File: src/rtl/hpc_pkg.sv
package hpc_pkg;
  typedef enum logic [1:0] {
    C_RUN  = 2'd0,
    C_HALT = 2'd1,
    C_SMM  = 2'd2
  } core_st_e;

  typedef enum logic [2:0] {
    P_RUN       = 3'd0,
    P_CLKSTOP   = 3'd1,
    P_RATIO_DN  = 3'd2,
    P_VOLT_DN   = 3'd3,
    P_DEEP      = 3'd4,
    P_VOLT_UP   = 3'd5,
    P_RATIO_UP  = 3'd6
  } pkg_st_e;

  localparam int WAKE_W   = 6;
  localparam int WAKE_SMI = 0;
endpackage

File: src/rtl/hpc_core_tracker.sv
module hpc_core_tracker
  import hpc_pkg::*;
(
  input  logic     clk,
  input  logic     rst,
  input  logic     live,
  input  logic     halt_stb,
  input  logic     smi_go,
  input  logic     int_go,
  input  logic     rsm_stb,
  input  logic     rsm_to_halt,
  output core_st_e st_q,
  output core_st_e st_d
);
  always_comb begin
    st_d = st_q;
    if (live) begin
      case (st_q)
        C_RUN:  if (smi_go) st_d = C_SMM;
                else if (halt_stb) st_d = C_HALT;
        C_HALT: if (smi_go) st_d = C_SMM;
                else if (int_go) st_d = C_RUN;
        C_SMM:  if (rsm_stb) st_d = rsm_to_halt ? C_HALT : C_RUN;
        default: st_d = C_RUN;
      endcase
    end
  end

  always_ff @(posedge clk) begin
    if (rst) st_q <= C_RUN;
    else     st_q <= st_d;
  end

  // a core's state is frozen while the package is not running
  p_frozen_r4: assert property (@(posedge clk) disable iff (rst)
    !live |=> $stable(st_q));

  // management mode ignores halt strobes until resume
  p_smm_hold_r3: assert property (@(posedge clk) disable iff (rst)
    (st_q == C_SMM && live && !rsm_stb) |=> st_q == C_SMM);
endmodule

File: src/rtl/hpc_wake_latch.sv
module hpc_wake_latch
  import hpc_pkg::*;
(
  input  logic              clk,
  input  logic              rst,
  input  logic              live,
  input  logic [WAKE_W-1:0] wake,
  output logic              smi_eff,
  output logic              int_eff
);
  logic pend_smi_q, pend_int_q;
  logic smi_now, int_now;

  assign smi_now = wake[WAKE_SMI];
  assign int_now = |wake[WAKE_W-1:1];
  assign smi_eff = smi_now | pend_smi_q;
  assign int_eff = int_now | pend_int_q;

  always_ff @(posedge clk) begin
    if (rst || live) begin
      pend_smi_q <= 1'b0;
      pend_int_q <= 1'b0;
    end else begin
      pend_smi_q <= pend_smi_q | smi_now;
      pend_int_q <= pend_int_q | int_now;
    end
  end

  // a held wake survives until the package runs again
  p_pend_hold_r9: assert property (@(posedge clk) disable iff (rst)
    (!live && pend_int_q) |=> pend_int_q);

  // a running cycle consumes every held wake
  p_pend_clear_r9: assert property (@(posedge clk) disable iff (rst)
    live |=> (!pend_int_q && !pend_smi_q));
endmodule

File: src/rtl/hpc_pkg_fsm.sv
module hpc_pkg_fsm
  import hpc_pkg::*;
(
  input  logic    clk,
  input  logic    rst,
  input  logic    stop_req,
  input  logic    deep_en,
  input  logic    all_halted,
  input  logic    wake_eff,
  input  logic    ratio_ack,
  input  logic    volt_ack,
  output pkg_st_e st_q,
  output pkg_st_e st_d
);
  always_comb begin
    st_d = st_q;
    case (st_q)
      P_RUN:      if (stop_req) st_d = P_CLKSTOP;
                  else if (all_halted && deep_en && !wake_eff) st_d = P_RATIO_DN;
      P_CLKSTOP:  if (!stop_req) st_d = P_RUN;
      P_RATIO_DN: if (ratio_ack) st_d = wake_eff ? P_RATIO_UP : P_VOLT_DN;
      P_VOLT_DN:  if (volt_ack) st_d = P_DEEP;
      P_DEEP:     if (wake_eff) st_d = P_VOLT_UP;
      P_VOLT_UP:  if (!volt_ack) st_d = P_RATIO_UP;
      P_RATIO_UP: if (!ratio_ack) st_d = P_RUN;
      default:    st_d = P_RUN;
    endcase
  end

  always_ff @(posedge clk) begin
    if (rst) st_q <= P_RUN;
    else     st_q <= st_d;
  end

  // deep entry only with every core halted and the enable set
  p_deep_gate_r5: assert property (@(posedge clk) disable iff (rst)
    (st_q == P_RATIO_DN && $past(st_q) == P_RUN) |-> $past(all_halted && deep_en));

  // the voltage step starts only after the ratio acknowledge
  p_ratio_first_r6: assert property (@(posedge clk) disable iff (rst)
    (st_q == P_VOLT_DN && $past(st_q) == P_RATIO_DN) |-> $past(ratio_ack));

  // no advance while the acknowledge is still missing
  p_wait_ack_r8: assert property (@(posedge clk) disable iff (rst)
    (st_q == P_RATIO_DN && !ratio_ack) |=> st_q == P_RATIO_DN);

  // the ratio is restored only after the voltage
  p_exit_order_r7: assert property (@(posedge clk) disable iff (rst)
    (st_q == P_RATIO_UP) |-> ($past(st_q) == P_VOLT_UP || $past(st_q) == P_RATIO_UP
                              || $past(st_q) == P_RATIO_DN));

  // releasing stop-clock returns to the running state
  p_clkstop_back_r4: assert property (@(posedge clk) disable iff (rst)
    (st_q == P_CLKSTOP && !stop_req) |=> st_q == P_RUN);
endmodule

File: src/rtl/halt_pm_ctrl.sv
module halt_pm_ctrl
  import hpc_pkg::*;
#(
  parameter int NCORES = 4
) (
  input  logic              clk,
  input  logic              rst,
  input  logic [NCORES-1:0] halt_stb,
  input  logic              wake_smi,
  input  logic              wake_bus_init,
  input  logic              wake_soft_init,
  input  logic              wake_nmi,
  input  logic              wake_intr,
  input  logic              wake_bus_irq,
  input  logic              rsm_stb,
  input  logic              rsm_to_halt,
  input  logic              stop_clk_req,
  input  logic              deep_en,
  input  logic              ratio_ack,
  input  logic              volt_ack,
  output logic [NCORES-1:0] core_run_en,
  output logic              ratio_low_req,
  output logic              volt_low_req,
  output logic              snoop_ok,
  output logic [2:0]        pkg_state
);
  logic [WAKE_W-1:0] wake_vec;
  logic              smi_eff, int_eff, live;
  logic [NCORES-1:0] halted_vec;
  logic [NCORES-1:0] run_d;
  pkg_st_e           pst_q, pst_d;

  assign wake_vec = {wake_bus_irq, wake_intr, wake_nmi, wake_soft_init,
                     wake_bus_init, wake_smi};
  assign live = (pst_q == P_RUN);

  hpc_wake_latch u_wake (
    .clk(clk), .rst(rst), .live(live), .wake(wake_vec),
    .smi_eff(smi_eff), .int_eff(int_eff)
  );

  for (genvar i = 0; i < NCORES; i++) begin : g_core
    core_st_e cst_q, cst_d;
    hpc_core_tracker u_trk (
      .clk(clk), .rst(rst), .live(live), .halt_stb(halt_stb[i]),
      .smi_go(smi_eff), .int_go(int_eff), .rsm_stb(rsm_stb),
      .rsm_to_halt(rsm_to_halt), .st_q(cst_q), .st_d(cst_d)
    );
    assign halted_vec[i] = (cst_q == C_HALT);
    assign run_d[i]      = (cst_d != C_HALT) && (pst_d == P_RUN);
  end

  hpc_pkg_fsm u_fsm (
    .clk(clk), .rst(rst), .stop_req(stop_clk_req), .deep_en(deep_en),
    .all_halted(&halted_vec), .wake_eff(smi_eff | int_eff),
    .ratio_ack(ratio_ack), .volt_ack(volt_ack), .st_q(pst_q), .st_d(pst_d)
  );

  always_ff @(posedge clk) begin
    if (rst) begin
      core_run_en   <= '1;
      ratio_low_req <= 1'b0;
      volt_low_req  <= 1'b0;
      snoop_ok      <= 1'b1;
      pkg_state     <= 3'd0;
    end else begin
      core_run_en   <= run_d;
      ratio_low_req <= (pst_d == P_RATIO_DN) || (pst_d == P_VOLT_DN) ||
                       (pst_d == P_DEEP) || (pst_d == P_VOLT_UP);
      volt_low_req  <= (pst_d == P_VOLT_DN) || (pst_d == P_DEEP);
      snoop_ok      <= (pst_d == P_RUN) || (pst_d == P_DEEP);
      pkg_state     <= pst_d;
    end
  end

  // the low voltage is never requested without the low ratio
  p_volt_needs_ratio_r6: assert property (@(posedge clk) disable iff (rst)
    volt_low_req |-> ratio_low_req);

  // cores stay gated while any request is still active
  p_gated_during_steps_r7: assert property (@(posedge clk) disable iff (rst)
    ratio_low_req |-> (core_run_en == '0));
endmodule

File: config.mk
export PLATFORM = sky130hd
export DESIGN_NAME = halt_pm_ctrl
export DESIGN_NICKNAME = d
export VERILOG_FILES = /design/src/rtl/hpc_pkg.sv /design/src/rtl/hpc_core_tracker.sv /design/src/rtl/hpc_wake_latch.sv /design/src/rtl/hpc_pkg_fsm.sv /design/src/rtl/halt_pm_ctrl.sv
export SDC_FILE = /design/constraint.sdc
export NUM_CORES = 1
export LEC_CHECK = 0
export ABC_AREA = 1
export BUFFER_PORTS_ARGS = -buffer_cell sky130_fd_sc_hd__buf_2
export CORE_UTILIZATION = 25
export DETAILED_ROUTE_END_ITERATION = 12
export PLACE_DENSITY = 0.48
export SYNTH_ARGS = -nofsm -noshare
export SYNTH_HDL_FRONTEND = slang
export SYNTH_SLANG_ARGS = --single-unit
export TNS_END_PERCENT = 20
File: constraint.sdc
create_clock -name clk -period 2.3 [get_ports clk]
set_input_delay 0.23 -clock clk [delete_from_list [all_inputs] [get_ports clk]]
set_output_delay 0.23 -clock clk [all_outputs]
set_load 0.01 [all_outputs]
==> metrics.csv, run 1 <==
stage,metric,value,unit
worst_setup_path,cpPeakStageDelay,0.30,ns
synth,syn_area_per_cell,6.71,um2
die,start_util,26.9,%
worst_setup_path,path_class,reg2reg,
finish,final_util,32.6,%
worst_setup_path,cp.arrival,1.65,ns
worst_setup_path,cp.depth,11,
global_routing,grt_pass1_vias,1035,
run,drv_cap,0,
timing,final_hold_viol_count,0,
global_routing,grt_pass1_wl,4490,um
finish,final_common_cell,nand2_1,
clock_network,htreeDepth,1,
pwr,cellPowerDensity,574,nW/um2
worst_setup_path,critPathSlowestCell,dfxtp_1,
placed_design,gp_congestion,0.781,
placed_design,place_ws,0.741,ns
routing,drc,0,
worst_setup_path,end_kind,flip-flop,
routing,wl_per_cell,10.7,um
clock_network,postCtsSetupRepairBufs,0,
global_routing,grt_max_degree,12,
synth,synth_xor_area_share,0,%
worst_setup_path,timing.rr.start,u_wake.pend_smi_q,
synth,syn_inst,165,
synth,yosys.area_share.simple,42.9,%
die,dieArea,4700,um2
synth,synth_top_family_by_area,simple AND/OR/NAND/NOR gates,
worst_setup_path,r2r_cells,11,
clock_network,cts.path.max_buffers,2,
routing,drtIter0Drc,61,
timing,tightest_slew,0.259,ns
worst_setup_path,critPathCapture,core_run_en[2],
die,die_h,68.6,um
pwr,worst_ir_drop_vdd,0.389,mV
synth,seq_area_frac_synth,36.2,%
clock_network,cts_tree,yes,
timing,setup-violations-final,0,
worst_setup_path,critPathTopFamily,simple AND/OR/NAND/NOR gates,
synth,synth_adder_area_share,0,%
worst_setup_path,cp_common_cell,nand2_1,
die,coreArea,4120,um2
finish,final_cell_mix,"nand2_1, buf_2, inv_1, nor2_1, dfxtp_1",
clock_network,cts-root-buf,clkbuf_8,
finish,fin_nets,214,
clock_network,cts_resized,0,
outcome,status,"complete, no violations",
synth,synth_cell_types,23,
worst_setup_path,path_buf_inv,2,
synth,synth.mux.area_fraction,0,%
placed_design,port-buffer-count,27,
worst_setup_path,cp-start-kind,flip-flop,
timing,slew_violations,0,
global_routing,overflow,0,
clock_network,clock_sinks,20,
die,ioPinCount,28,
global_routing,grt_antenna_before_repair,0,
worst_setup_path,reg2reg_to,core_run_en[2],
finish,synthToLayoutAreaGrowth,21.1,%
synth,ys_warn_count,0,
timing,setup_ws,0.799,ns
routing,dr.pass1.iters,4,
die,num_rows,23,
finish,layoutNonFillerInstCount,244,
hold_path,hp-class,in2reg,
synth,synth_seq_cells,20,
clock_network,path_clk_slew,0.07,ns
worst_setup_path,path_cells,nor2_1 -> buf_4 -> inv_1 -> nor2_4 -> nand2_1 -> nand2_1 -> nand2_1 -> nand2_2 -> nand2_2 -> nand3_4 -> nor2_2,
die,fp.dieW,68.6,um
synth,syn_area,1110,um2
finish,regArea,400,um2
pwr,power,0.771,mW
timing,max_freq,666,MHz
worst_setup_path,rrSetupSlack,0.80,ns
routing,drt-total-wl,2610,um
finish,multi_input_area,578,um2
routing,vias_per_cell,4.55,
pwr,leakagePower,0.683,nW
finish,drive_above_1_share,28.4,%
clock_network,ctsHoldBuffers,0,
timing,fin_crit_sh,65.3,%
worst_setup_path,crit_fanout,11,
placed_design,placedCellCount,241,
global_routing,grt_usage,12.7,%
routing,ant_nets,0,
worst_setup_path,crit_start,u_wake.pend_smi_q,
timing,rsz0062_at_grt,false,
timing,fin_crit,1.50,ns
timing,finalClockSkew,0.00136,ns
synth,syn-num-nets,183,
worst_setup_path,cp.required,2.45,ns
routing,vias,1111,
placed_design,place_area,1300,um2
synth,synth-compound-area-share,9.27,%
clock_network,clk_latency,0.25,ns
finish,insertedDiodeCount,0,
clock_network,cts_made_buffers,3,
finish,fin_area,1340,um2
finish,fillers,459,
timing,relSlewSlack,82.6,%
placed_design,hpwl,2010,um
timing,setup_tns,0,ns
timing,hold_ws,0.250,ns
-- registers in the layout, summed over array words and instances (netlist names) --
register,count
u_wake.pend_int_q,1
g_core.u_trk.st_q,8
volt_low_req,1
core_run_en,4
snoop_ok,1
u_wake.pend_smi_q,1
pkg_state,3
ratio_low_req,1
-- final cells by class --
class	instances	area share (%)
multi-input combinational	112	43.1
sequential	20	29.9
timing repair buffer	28	10.6
inverter	31	8.68
tap	50	4.66
clock buffer	3	3.08
-- where the power goes --
part | switching (mW) | total [mW] | leakage [nW] | internal (mW)
Sequential | 0.0162 | 0.390 | 0.165 | 0.374
Clock | 0.108 | 0.224 | 0.0216 | 0.116
Combinational | 0.0960 | 0.156 | 0.496 | 0.0601
Total | 0.220 | 0.771 | 0.683 | 0.551
-- worst min path at each step --
stage	end	slack [ns]	from	cells past startpoint
finish	u_wake.pend_int_q	0.25	wake_bus_init	3
global route	u_wake.pend_int_q	0.29	wake_bus_init	3
CTS	u_wake.pend_int_q	0.25	wake_bus_init	3
detailed placement	u_wake.pend_int_q	0.52	wake_bus_init	3
global placement	u_wake.pend_int_q	0.51	wake_bus_init	3
floorplan	u_wake.pend_int_q	0.40	wake_bus_init	2
-- cells by family (layout without fill, tap and decap cells) --
logic type | after synthesis | count (layout)
AND/OR/NAND/NOR | 93 | 93
AO/OA/AOI/OAI | 19 | 19
flip-flops | 20 | 20
buffers and inverters | 33 | 62
-- cells in the mapped netlist, drive strengths merged --
| cell type | number | area [um2] |
|---|---|---|
| clkbuf | 1 | 5.00 |
| nor2 | 33 | 149 |
| o21ai | 9 | 48.8 |
| a31oi | 1 | 6.26 |
| nand2 | 32 | 130 |
| nor3 | 4 | 35.0 |
| buf | 1 | 7.51 |
| nand3 | 10 | 72.6 |
| nand3b | 1 | 7.51 |
| dfxtp | 20 | 400 |
| inv | 31 | 116 |
| o21a | 1 | 7.51 |
| nand4 | 13 | 81.3 |
| a21oi | 8 | 40.0 |
-- metal layers --
layer	track usage (%)	up-vias	part of all wire [%]
li1	-	588	-
met1	16.2	491	47
met2	21.7	30	47
met3	3.78	2	5.9
met4	1.56	0	0.50
met5	0	-	0
-- worst reg2reg max path: cells and delay by family, from the launching register on --
kind	cells	cell delay (ns)
simple gates	9	0.83
buf+inv	2	0.26
flops	1	0.30
Power figures use the tool's default switching activity.
==> run 2, diff against run 1 <==
Clock period 2.3 ns to 1.5 ns, I/O delays scaled along.
==> run 2 against run 1 <==
Non-clock buffer count is 3 higher. Core utilization increased by 1.6 points. Setup slack worse by 0.68 ns. Cell count rose by 1.6%. Critical path depth fell by 1. Largest power group unchanged.
==> metrics.csv, run 2 (synthesis gave the netlist of run 1 again) <==
stage,metric,value,unit,change
die,die_h,68.6,um,unchanged
placed_design,place_area,1300,um2,unchanged
finish,fillers,455,,was 459
pwr,worst_ir_drop_vdd,0.741,mV,was 0.389 mV
pwr,leakagePower,0.718,nW,was 0.683 nW
clock_network,cts_tree,yes,,unchanged
finish,reg_top3,"g_core.u_trk.st_q: 8 flops, core_run_en: 4 flops, pkg_state: 3 flops",,unchanged
finish,largest_reg_flops,8,,unchanged
routing,wl_per_cell,10.4,um,was 10.7 um
worst_setup_path,critPathSlowestCell,dfxtp_1,,unchanged
worst_setup_path,timing.rr.start,u_wake.pend_int_q,,was u_wake.pend_smi_q
run,drv_cap,0,,unchanged
routing,vias,1111,,unchanged
timing,max_freq,724,MHz,was 666 MHz
clock_network,cts-root-buf,clkbuf_8,,unchanged
finish,synthToLayoutAreaGrowth,27.2,%,was 21.1%
timing,tightest_slew,0.254,ns,was 0.259 ns
placed_design,hpwl,1910,um,was 2010 um
global_routing,grt_pass1_wl,4400,um,was 4490 um
die,coreArea,4120,um2,unchanged
global_routing,grt_pass1_vias,1016,,was 1035
timing,fin_crit_sh,92.1,%,was 65.3%
pwr,cellPowerDensity,903,nW/um2,was 574 nW/um2
die,ioPinCount,28,,unchanged
finish,fin_nets,217,,was 214
clock_network,ctsHoldBuffers,0,,unchanged
routing,dr.pass1.iters,4,,unchanged
clock_network,path_clk_slew,0.08,ns,was 0.07 ns
worst_setup_path,cpPeakStageDelay,0.31,ns,was 0.30 ns
global_routing,grt_max_degree,12,,unchanged
worst_setup_path,path_class,reg2reg,,unchanged
hold_path,hp-class,in2reg,,unchanged
worst_setup_path,cp.arrival,1.54,ns,was 1.65 ns
finish,insertedDiodeCount,0,,unchanged
timing,final_hold_viol_count,0,,unchanged
placed_design,gp_congestion,0.799,,was 0.781
clock_network,clock_sinks,20,,unchanged
worst_setup_path,path_buf_inv,0,,was 2
timing,setup-violations-final,0,,unchanged
worst_setup_path,cp.required,1.66,ns,was 2.45 ns
finish,regMostFlops,g_core.u_trk.st_q,,unchanged
global_routing,grt_antenna_before_repair,0,,unchanged
global_routing,overflow,0,,unchanged
finish,final_cell_mix,"nand2_1, buf_2, inv_1, nor2_1, dfxtp_1",,unchanged
die,dieArea,4700,um2,unchanged
worst_setup_path,cp-start-kind,flip-flop,,unchanged
timing,relSlewSlack,83.1,%,was 82.6%
worst_setup_path,path_cells,nor2_2 -> nand3_2 -> nor2_4 -> nand2_1 -> nand2_1 -> nand2_2 -> nand2_4 -> nand2_4 -> nand3_4 -> nor2_2,,was nor2_1 -> buf_4 -> inv_1 -> nor2_4 -> nand2_1 -> nand2_1 -> nand2_1 -> nand2_2 -> nand2_2 -> nand3_4 -> nor2_2
global_routing,grt_usage,12.5,%,was 12.7%
timing,hold_ws,0.160,ns,was 0.250 ns
timing,setup_tns,0,ns,unchanged
outcome,status,"complete, no violations",,unchanged
worst_setup_path,crit_fanout,6,,was 11
hold_path,hp-start,wake_bus_init,,unchanged
clock_network,cts.path.max_buffers,2,,unchanged
worst_setup_path,end_kind,flip-flop,,unchanged
placed_design,port-buffer-count,27,,unchanged
routing,ant_nets,0,,unchanged
finish,regArea,404,um2,was 400 um2
die,fp.dieW,68.6,um,unchanged
clock_network,htreeDepth,1,,unchanged
routing,vias_per_cell,4.48,,was 4.55
finish,multi_input_area,603,um2,was 578 um2
clock_network,cts_made_buffers,3,,unchanged
timing,slew_violations,0,,unchanged
timing,fin_crit,1.38,ns,was 1.50 ns
timing,rsz0062_at_grt,false,,unchanged
finish,drive_above_1_share,32.8,%,was 28.4%
worst_setup_path,crit_start,u_wake.pend_int_q,,was u_wake.pend_smi_q
finish,fin_area,1410,um2,was 1340 um2
timing,finalClockSkew,0.00356,ns,was 0.00136 ns
worst_setup_path,critPathTopFamily,simple AND/OR/NAND/NOR gates,,unchanged
die,num_rows,23,,unchanged
routing,drtIter0Drc,33,,was 61
die,start_util,26.9,%,unchanged
routing,drc,0,,unchanged
clock_network,clk_latency,0.26,ns,was 0.25 ns
routing,drt-total-wl,2590,um,was 2610 um
[run 2: path summary, 6_finish.rpt]
kind                                   to  slack, ns  cells past startpoint
setup / recovery           core_run_en[2]       0.12                     10
setup reg to reg           core_run_en[2]       0.12                     10
hold reg to reg   g_core[2].u_trk.st_q[0]       0.58                      2
hold / removal          u_wake.pend_int_q       0.16                      3
[run 2: power breakdown]
| part | switching [mW] | internal, mW |
|---|---|---|
| clock | 0.188 | 0.234 |
| combinational | 0.153 | 0.0992 |
| sequential | 0.0244 | 0.574 |
| total | 0.365 | 0.907 |
[run 2: repair_timing]
action / in CTS / in global routing
resized for setup: 1 / 9
setup endpoints to repair: 1 / 10
endpoints found under the hold margin: 0 / 0
buffers inserted: 0 / 3
pin swaps: 0 / 4
[run 2: through the flow]
stage | setup slack, ns | utilization (%) | power (mW) | cells
final | 0.119 | 34.2 | 1.27 | 248
after global routing | 0.00557 | 34.2 | 1.35 | 248
after CTS | 0.0203 | 33.0 | 1.28 | 245
after detailed placement | 0.0381 | 31.6 | 0.849 | 241
after global placement | -0.000482 | 31.6 | 0.854 | 241
after floorplan | 0.185 | - | 0.773 | 165
[run 2: layout make-up]
| cell class | count | share of cell area (%) |
|---|---|---|
| timing repair buffer | 31 | 11.7 |
| inverter | 31 | 8.44 |
| clock buffer | 4 | 3.91 |
| multi-input combinational | 112 | 42.8 |
| sequential | 20 | 28.7 |
| tap | 50 | 4.44 |
[run 2: worst reg2reg max path, cell delays in order (launching register included)]
cell and delay [ns]:
dfxtp_1 0.31, nor2_2 0.14, nand3_2 0.11, nor2_4 0.19, nand2_1 0.09, nand2_1 0.08, nand2_2 0.06, nand2_4 0.08
nand2_4 0.06, nand3_4 0.11, nor2_2 0.04
[run 2: layer usage]
metal  wire length (um)  track usage (%)
met5                  0                0
met1               1260             15.7
met2               1160             20.7
met3                142             4.28
met4                 18             2.34
